===== config.mk =====
export PLATFORM = sky130hd
export DESIGN_NAME = wpt_addr_bank
export DESIGN_NICKNAME = d
export VERILOG_FILES = /design/src/rtl/wpt_pkg.sv /design/src/rtl/wpt_decode.sv /design/src/rtl/wpt_perm.sv /design/src/rtl/wpt_regfile.sv /design/src/rtl/wpt_addr_bank.sv
export SDC_FILE = /design/constraint.sdc
export NUM_CORES = 1
export LEC_CHECK = 0
export ABC_CLOCK_PERIOD_IN_PS = 3440
export BUFFER_PORTS_ARGS = -buffer_cell sky130_fd_sc_hd__buf_2
export CAP_MARGIN = 20
export CELL_PAD_IN_SITES_DETAIL_PLACEMENT = 2
export CELL_PAD_IN_SITES_GLOBAL_PLACEMENT = 2
export CORE_AREA = 2 2 226 228
export DETAILED_ROUTE_END_ITERATION = 10
export DIE_AREA = 0 0 228 230
export GPL_TIMING_DRIVEN = 0
export PLACE_DENSITY = 0.82
export SETUP_SLACK_MARGIN = 0.3
export SLEW_MARGIN = 20
export SYNTH_ARGS = -nofsm -noshare
export SYNTH_HDL_FRONTEND = slang
export SYNTH_SLANG_ARGS = --single-unit

===== constraint.sdc =====
create_clock -name clk -period 3.44 [get_ports clk]
set_input_delay 0.172 -clock clk [delete_from_list [all_inputs] [get_ports clk]]
set_output_delay 0.172 -clock clk [all_outputs]
set_load 0.1 [all_outputs]

===== src/rtl/wpt_pkg.sv =====
package wpt_pkg;
    typedef enum logic [2:0] {
        OC_OK       = 3'd0,
        OC_UNDEF    = 3'd1,
        OC_TRAP_L2  = 3'd2,
        OC_TRAP_HYP = 3'd3,
        OC_TRAP_L3  = 3'd4,
        OC_HALT     = 3'd5
    } wpt_outcome_e;

    typedef struct packed {
        logic       l2_enabled;
        logic       l2_is_64;
        logic [1:0] l2_trap_ctl;
        logic       l3_present;
        logic       l3_is_64;
        logic       l3_trap_bit;
        logic       l1_is_32;
        logic       os_lock;
        logic       halt_allowed;
        logic       ext_trap_bit;
    } wpt_cfg_t;

    localparam int unsigned SYN_W    = 6;
    localparam logic [5:0]  SYN_TRAP = 6'h05;
endpackage


===== src/rtl/wpt_decode.sv =====
module wpt_decode #(
    parameter int unsigned NUM_REGS = 16,
    parameter int unsigned IDX_W    = 4
) (
    input  logic             valid_i,
    input  logic [3:0]       cp_i,
    input  logic [2:0]       opc1_i,
    input  logic [3:0]       crn_i,
    input  logic [IDX_W-1:0] crm_i,
    input  logic [2:0]       opc2_i,
    output logic             hit_o,
    output logic             idx_ok_o
);
    localparam logic [3:0] CP_SEL   = 4'b1110;
    localparam logic [2:0] OPC2_SEL = 3'b110;
    localparam int unsigned IDX_SPAN = 1 << IDX_W;

    always_comb begin
        hit_o = valid_i && (cp_i == CP_SEL) && (opc1_i == 3'd0)
                && (crn_i == 4'd0) && (opc2_i == OPC2_SEL);
    end

    generate
        if (NUM_REGS >= IDX_SPAN) begin : g_full
            assign idx_ok_o = 1'b1;
        end else begin : g_part
            assign idx_ok_o = ({1'b0, crm_i} < (IDX_W+1)'(NUM_REGS));
        end
    endgenerate
endmodule


===== src/rtl/wpt_perm.sv =====
module wpt_perm
    import wpt_pkg::*;
(
    input  logic                  hit_i,
    input  logic                  idx_ok_i,
    input  logic [1:0]            priv_i,
    input  wpt_cfg_t              cfg_i,
    output wpt_outcome_e          outcome_o,
    output logic [SYN_W-1:0]      syndrome_o
);
    logic trap_l2_64, trap_l2_hyp, trap_l3, halt_req;

    always_comb begin
        trap_l2_64  = cfg_i.l2_enabled && cfg_i.l2_is_64  && (cfg_i.l2_trap_ctl != 2'b00);
        trap_l2_hyp = cfg_i.l2_enabled && !cfg_i.l2_is_64 && (cfg_i.l2_trap_ctl != 2'b00);
        trap_l3     = cfg_i.l3_present && cfg_i.l3_is_64 && cfg_i.l3_trap_bit;
        halt_req    = cfg_i.l1_is_32 && !cfg_i.os_lock && cfg_i.halt_allowed
                      && cfg_i.ext_trap_bit;
    end

    always_comb begin
        outcome_o = OC_OK;
        if (!hit_i) begin
            outcome_o = OC_OK;
        end else if (!idx_ok_i || priv_i == 2'd0) begin
            outcome_o = OC_UNDEF;
        end else begin
            unique case (priv_i)
                2'd1: begin
                    if (trap_l2_64)       outcome_o = OC_TRAP_L2;
                    else if (trap_l2_hyp) outcome_o = OC_TRAP_HYP;
                    else if (trap_l3)     outcome_o = OC_TRAP_L3;
                    else if (halt_req)    outcome_o = OC_HALT;
                end
                2'd2: begin
                    if (trap_l3)       outcome_o = OC_TRAP_L3;
                    else if (halt_req) outcome_o = OC_HALT;
                end
                default: begin
                    if (halt_req) outcome_o = OC_HALT;
                end
            endcase
        end
    end

    always_comb begin
        syndrome_o = '0;
        if (outcome_o == OC_TRAP_L2 || outcome_o == OC_TRAP_HYP || outcome_o == OC_TRAP_L3)
            syndrome_o = SYN_TRAP;
    end
endmodule


===== src/rtl/wpt_regfile.sv =====
module wpt_regfile #(
    parameter int unsigned  NUM_REGS    = 16,
    parameter int unsigned  IDX_W       = 4,
    parameter int unsigned  DATA_W      = 32,
    parameter int unsigned  ADDR_LSB    = 2,
    parameter logic [31:0]  RST_PATTERN = 32'h0BAD_F00C
) (
    input  logic              clk,
    input  logic              cold_rst_n,
    input  logic              wr_en_i,
    input  logic [IDX_W-1:0]  idx_i,
    input  logic [DATA_W-1:0] wdata_i,
    output logic [DATA_W-1:0] rdata_o
);
    localparam int unsigned AW = DATA_W - ADDR_LSB;

    typedef struct packed {
        logic [NUM_REGS-1:0][AW-1:0] slot;
    } bank_t;

    bank_t             bank_d, bank_q;
    logic [NUM_REGS-1:0] sel;

    generate
        for (genvar g = 0; g < NUM_REGS; g++) begin : g_sel
            assign sel[g] = (idx_i == IDX_W'(g));
        end
    endgenerate

    always_comb begin
        bank_d = bank_q;
        for (int i = 0; i < NUM_REGS; i++) begin
            if (wr_en_i && sel[i]) bank_d.slot[i] = wdata_i[DATA_W-1:ADDR_LSB];
        end
    end

    always_ff @(posedge clk or negedge cold_rst_n) begin
        if (!cold_rst_n) begin
            for (int i = 0; i < NUM_REGS; i++)
                bank_q.slot[i] <= RST_PATTERN[DATA_W-1:ADDR_LSB];
        end else begin
            bank_q <= bank_d;
        end
    end

    always_comb begin
        rdata_o = '0;
        for (int i = 0; i < NUM_REGS; i++) begin
            if (sel[i]) rdata_o = {bank_q.slot[i], {ADDR_LSB{1'b0}}};
        end
    end
endmodule


===== src/rtl/wpt_addr_bank.sv =====
module wpt_addr_bank
    import wpt_pkg::*;
#(
    parameter int unsigned NUM_REGS    = 16,
    parameter logic [31:0] RST_PATTERN = 32'h0BAD_F00C
) (
    input  logic        clk,
    input  logic        cold_rst_n,
    input  logic        warm_rst_n,
    input  logic        acc_valid,
    input  logic        acc_write,
    input  logic [3:0]  acc_cp,
    input  logic [2:0]  acc_opc1,
    input  logic [3:0]  acc_crn,
    input  logic [3:0]  acc_crm,
    input  logic [2:0]  acc_opc2,
    input  logic [31:0] acc_wdata,
    input  logic [1:0]  priv_lvl,
    input  logic        l2_enabled,
    input  logic        l2_is_64,
    input  logic [1:0]  l2_trap_ctl,
    input  logic        l3_present,
    input  logic        l3_is_64,
    input  logic        l3_trap_bit,
    input  logic        l1_is_32,
    input  logic        os_lock,
    input  logic        halt_allowed,
    input  logic        ext_trap_bit,
    output logic        acc_hit,
    output logic [2:0]  acc_outcome,
    output logic [5:0]  acc_syndrome,
    output logic [31:0] acc_rdata
);
    localparam int unsigned IDX_W    = 4;
    localparam int unsigned DATA_W   = 32;
    localparam int unsigned ADDR_LSB = 2;

    wpt_cfg_t         cfg;
    wpt_outcome_e     outcome;
    logic [SYN_W-1:0] syndrome;
    logic             hit, idx_ok, ok, wr_en;
    logic [DATA_W-1:0] rf_rdata;

    always_comb begin
        cfg.l2_enabled   = l2_enabled;
        cfg.l2_is_64     = l2_is_64;
        cfg.l2_trap_ctl  = l2_trap_ctl;
        cfg.l3_present   = l3_present;
        cfg.l3_is_64     = l3_is_64;
        cfg.l3_trap_bit  = l3_trap_bit;
        cfg.l1_is_32     = l1_is_32;
        cfg.os_lock      = os_lock;
        cfg.halt_allowed = halt_allowed;
        cfg.ext_trap_bit = ext_trap_bit;
    end

    wpt_decode #(.NUM_REGS(NUM_REGS), .IDX_W(IDX_W)) u_dec (
        .valid_i (acc_valid), .cp_i(acc_cp), .opc1_i(acc_opc1), .crn_i(acc_crn),
        .crm_i   (acc_crm), .opc2_i(acc_opc2), .hit_o(hit), .idx_ok_o(idx_ok)
    );

    wpt_perm u_perm (
        .hit_i(hit), .idx_ok_i(idx_ok), .priv_i(priv_lvl), .cfg_i(cfg),
        .outcome_o(outcome), .syndrome_o(syndrome)
    );

    always_comb begin
        ok    = hit && (outcome == OC_OK);
        wr_en = ok && acc_write;
    end

    wpt_regfile #(
        .NUM_REGS(NUM_REGS), .IDX_W(IDX_W), .DATA_W(DATA_W),
        .ADDR_LSB(ADDR_LSB), .RST_PATTERN(RST_PATTERN)
    ) u_rf (
        .clk(clk), .cold_rst_n(cold_rst_n), .wr_en_i(wr_en),
        .idx_i(acc_crm), .wdata_i(acc_wdata), .rdata_o(rf_rdata)
    );

    always_comb begin
        acc_hit      = hit;
        acc_outcome  = outcome;
        acc_syndrome = syndrome;
        acc_rdata    = ok ? rf_rdata : '0;
    end

    p_miss_quiet_r1: assert property (@(posedge clk) disable iff (!cold_rst_n)
        !acc_hit |-> (acc_outcome == 3'd0 && acc_rdata == 32'd0 && acc_syndrome == 6'd0));

    p_low_bits_zero_r2: assert property (@(posedge clk) disable iff (!cold_rst_n)
        acc_rdata[1:0] == 2'b00);

    p_bad_index_undef_r3: assert property (@(posedge clk) disable iff (!cold_rst_n)
        (acc_hit && {1'b0, acc_crm} >= 5'(NUM_REGS)) |-> acc_outcome == 3'd1);

    p_level0_undef_r4: assert property (@(posedge clk) disable iff (!cold_rst_n)
        (acc_hit && priv_lvl == 2'd0) |-> acc_outcome == 3'd1);

    p_trap_syndrome_r7: assert property (@(posedge clk) disable iff (!cold_rst_n)
        (acc_outcome inside {3'd2, 3'd3, 3'd4}) |-> acc_syndrome == 6'h05);

    p_plain_syndrome_r7: assert property (@(posedge clk) disable iff (!cold_rst_n)
        !(acc_outcome inside {3'd2, 3'd3, 3'd4}) |-> acc_syndrome == 6'h00);

    p_fail_no_data_r9: assert property (@(posedge clk) disable iff (!cold_rst_n)
        (acc_outcome != 3'd0) |-> acc_rdata == 32'd0);

    p_refused_write_hold_r8: assert property (@(posedge clk) disable iff (!cold_rst_n)
        (acc_hit && acc_write && acc_outcome != 3'd0) |=> $stable(u_rf.bank_q));

    p_warm_hold_r10: assert property (@(posedge clk) disable iff (!cold_rst_n)
        (!warm_rst_n && !acc_valid) |=> $stable(u_rf.bank_q));
endmodule


==> results.toml <==
[cells_and_area]
area_delta_synth_final_pct = 18.4
nets = 2077
post-route-cell-area_um2 = 27400
instances_no_fill = 2724
largest_register = "u_rf.bank_q"
largest_register_ff_count = 480
drive_above_1_share_pct = 49.7
reg_top3 = "u_rf.bank_q (480)"

[sta]
finalHoldViolCount = 0
period_minus_slack_ns = 3.27
rsz0062_at_grt = "yes"
fmax_mhz = 306
setup_viol = 0
worst_pin_slew_ns = 1.22
slew_violations = 0
finalClockSkew_ns = 0
slew_headroom_pct = 18.9
min_period_over_period_pct = 95.1

[pwr]
ir_worst_vdd_mv = 0.337
p_per_area_nw_per_um2 = 458
p_leak_nw = 12.6

[clock_network]
cts_inserted_buffers = 53
tritoncts = "built"
htree_num_levels = 2
max-clock-path-buffers = 3
clkTransAtPathRegs_ns = 0.05
clock_sinks = 480
root_buffer = "clkbuf_16"
clk-insertion-delay-late_ns = 0.64

[synth]
yosysSeqAreaShare_pct = 53.0
synth_common_cells = "mux2_2, dfrtp_1, dfstp_2"
syn_area_um2 = 23200
synthArstFlopShare_pct = 100
synth_area_leaders = "dfrtp_1, dfstp_2, mux2_2"
ys_types = 62
synth-main-ff-cell = "dfrtp_1"
syn_area_per_cell_um2 = 12.8
synth.most_common_cell = "mux2_2"
yosys.area.top_type = "dfrtp_1"
synth-edff-count = 0
yosysWarnings = 0
syn_inst = 1806
ys_seq_elements = 480
synth_top_area_share_pct = 27.6

[setup_path]
cp_slowest_cell = "clkbuf_1"
crit_path_start_kind = "input pin"
worst_ep_arrival_time_ns = 3.10
critPathRequiredTime_ns = 3.27
critPathTopFamily = "buffers and inverters"
critPathMaxFanout = 10
critPathMostFrequentCell = "buf_4"
worstPathCellList = "clkbuf_2 > buf_4 > inv_1 > clkbuf_1 > a2111oi_0 > a31oi_1 > o21ai_0 > a211oi_4 > buf_4"
critPathMaxStageDelay_ns = 0.80
rr_startpoint = "u_rf.bank_q[300]"
worstSetupPathType = "input pin to output port"
cp_num_buf_inv = 5
crit_start = "acc_crm[0]"
cp-end-kind = "output port"

[grt]
grt_max_degree = 97
gr-total-overflow = 0
grt_first_pass_wirelength_um = 162000
grt_antenna_before_repair = 6
grtUsageTotal_pct = 43.8
grt_pass1_vias = 21300

[die]
dieArea_um2 = 52400
start_util_pct = 46.5
core.rowCount = 82
io-pin-count = 110
die_h_um = 230
core_area_um2 = 49900
fp.dieW_um = 228

[route]
drt_first_pass_iters = 5
wire_per_inst_um = 42.0
routed_via_density = 7.05
num_vias = 19200
wl_um = 114000
antenna_left = 0
drt_iter0_drc = 2116
drc = 0

[hold_path]
hold_path_class = "input pin to asynchronous set/reset pin"

[run]
maxCapViolCount = 0

[place]
post-place-cells = 2590
dp_hpwl_um = 65800
gp_congestion = 0.902
io_buffers = 98
placed_area_um2 = 25000

[outcome]
status = "complete, no violations"
[placed cells by master (no fill, tap or decap), types with 7 or more instances in the layout]
master         count
o221a_2            9
a211oi_1          17
o22ai_1           27
a32o_1             8
nor2b_1            9
mux2i_1           49
clkbuf_4          34
nand2b_1          18
dfstp_2          224
nand3_1           15
buf_6             14
nand2_1           74
dfrtp_1          256
buf_4             34
clkbuf_16         53
a31oi_1           10
buf_2            117
a211oi_4           8
clkbuf_2          28
mux2_1           107
clkbuf_1          58
o21ai_0           62
clkinv_2          11
a21oi_1           89
nor3_1            14
a22oi_1            9
mux2_2           362
a221o_1            7
o311ai_0           8
nor2_1            67
dlygate4sd3_1     31
a22o_1             9
clkbuf_8          14
mux2_4            30
mux4_2            25
o2bb2ai_1          9
[per-layer routing]
| layer | share of wire [%] | up-vias | global-route usage (%) |
|---|---|---|---|
| li1 | - | 7007 | - |
| met1 | 36 | 10000 | 52.3 |
| met2 | 44 | 1530 | 65.7 |
| met3 | 11 | 618 | 14.7 |
| met4 | 8.8 | 8 | 33.0 |
| met5 | 0.040 | - | 0 |
[final cells by class]
type	instances	area, um2
multi-input cells	1153	10500
clock inverters	14	101
flip-flops and latches	480	12300
well taps	672	841
clock buffers	85	1580
repair buffers	140	1110
plain buffers	170	997
fillers	4572	22400
inverters	8	33.8
diodes	2	5.00
[kinds of logic after synthesis]
group / count (synthesis) / synth area share (%)
and+or+nand+nor: 248 / 4.98
AOI/OAI and AO/OA: 323 / 9.28
muxes: 573 / 29.3
DFF: 480 / 53.0
adders and majority gates: 3 / 0.162
buffers and inverters: 178 / 3.31
other: 1 / 0.0162
[worst paths after layout]
check	endpoint	slack, ns	cells after the start
min in group clk	u_rf.bank_q[215]	0.40	3
hold reg to reg	u_rf.bank_q[57]	0.49	1
hold / removal	u_rf.bank_q[452]	0.06	2
setup reg to reg	u_rf.bank_q[300]	2.45	1
max in group asynchronous	u_rf.bank_q[197]	1.59	5
setup / recovery	acc_rdata[28]	0.17	9
[through the flow]
| stage | setup slack (ns) | utilization [%] | setup TNS [ns] | power, mW | hold slack, ns |
|---|---|---|---|---|---|
| after detailed placement | -2.08 | 50.2 | -157.35 | 6.68 | 0.117 |
| after global routing | 0.197 | 55.0 | 0 | 12.7 | 0.107 |
| after floorplan | -1.63 | - | -10.63 | 6.13 | -0.124 |
| after CTS | 0.192 | 54.8 | 0 | 12.4 | 0.0808 |
| final | 0.169 | 55.0 | 0 | 12.6 | 0.0591 |
| after global placement | -7.36 | 49.7 | -2975.43 | 6.62 | 0.466 |
[what timing repair did]
item,in CTS,in global routing
setup endpoints to repair,170,27
gates cloned,0,0
endpoints found under the hold margin,292,0
buffers inserted,1,1
hold buffers,31,0
pin swaps,1,1
resized for setup,143,56
[power by group]
part	switching (mW)	leakage [nW]	internal (mW)	total, mW
registers	0.000152	5.89	5.66	5.66
logic	0.831	5.91	0.248	1.08
clock network	2.63	0.833	3.21	5.84
total	3.47	12.6	9.11	12.6
Note: power is estimated with default switching activity, not from simulation.
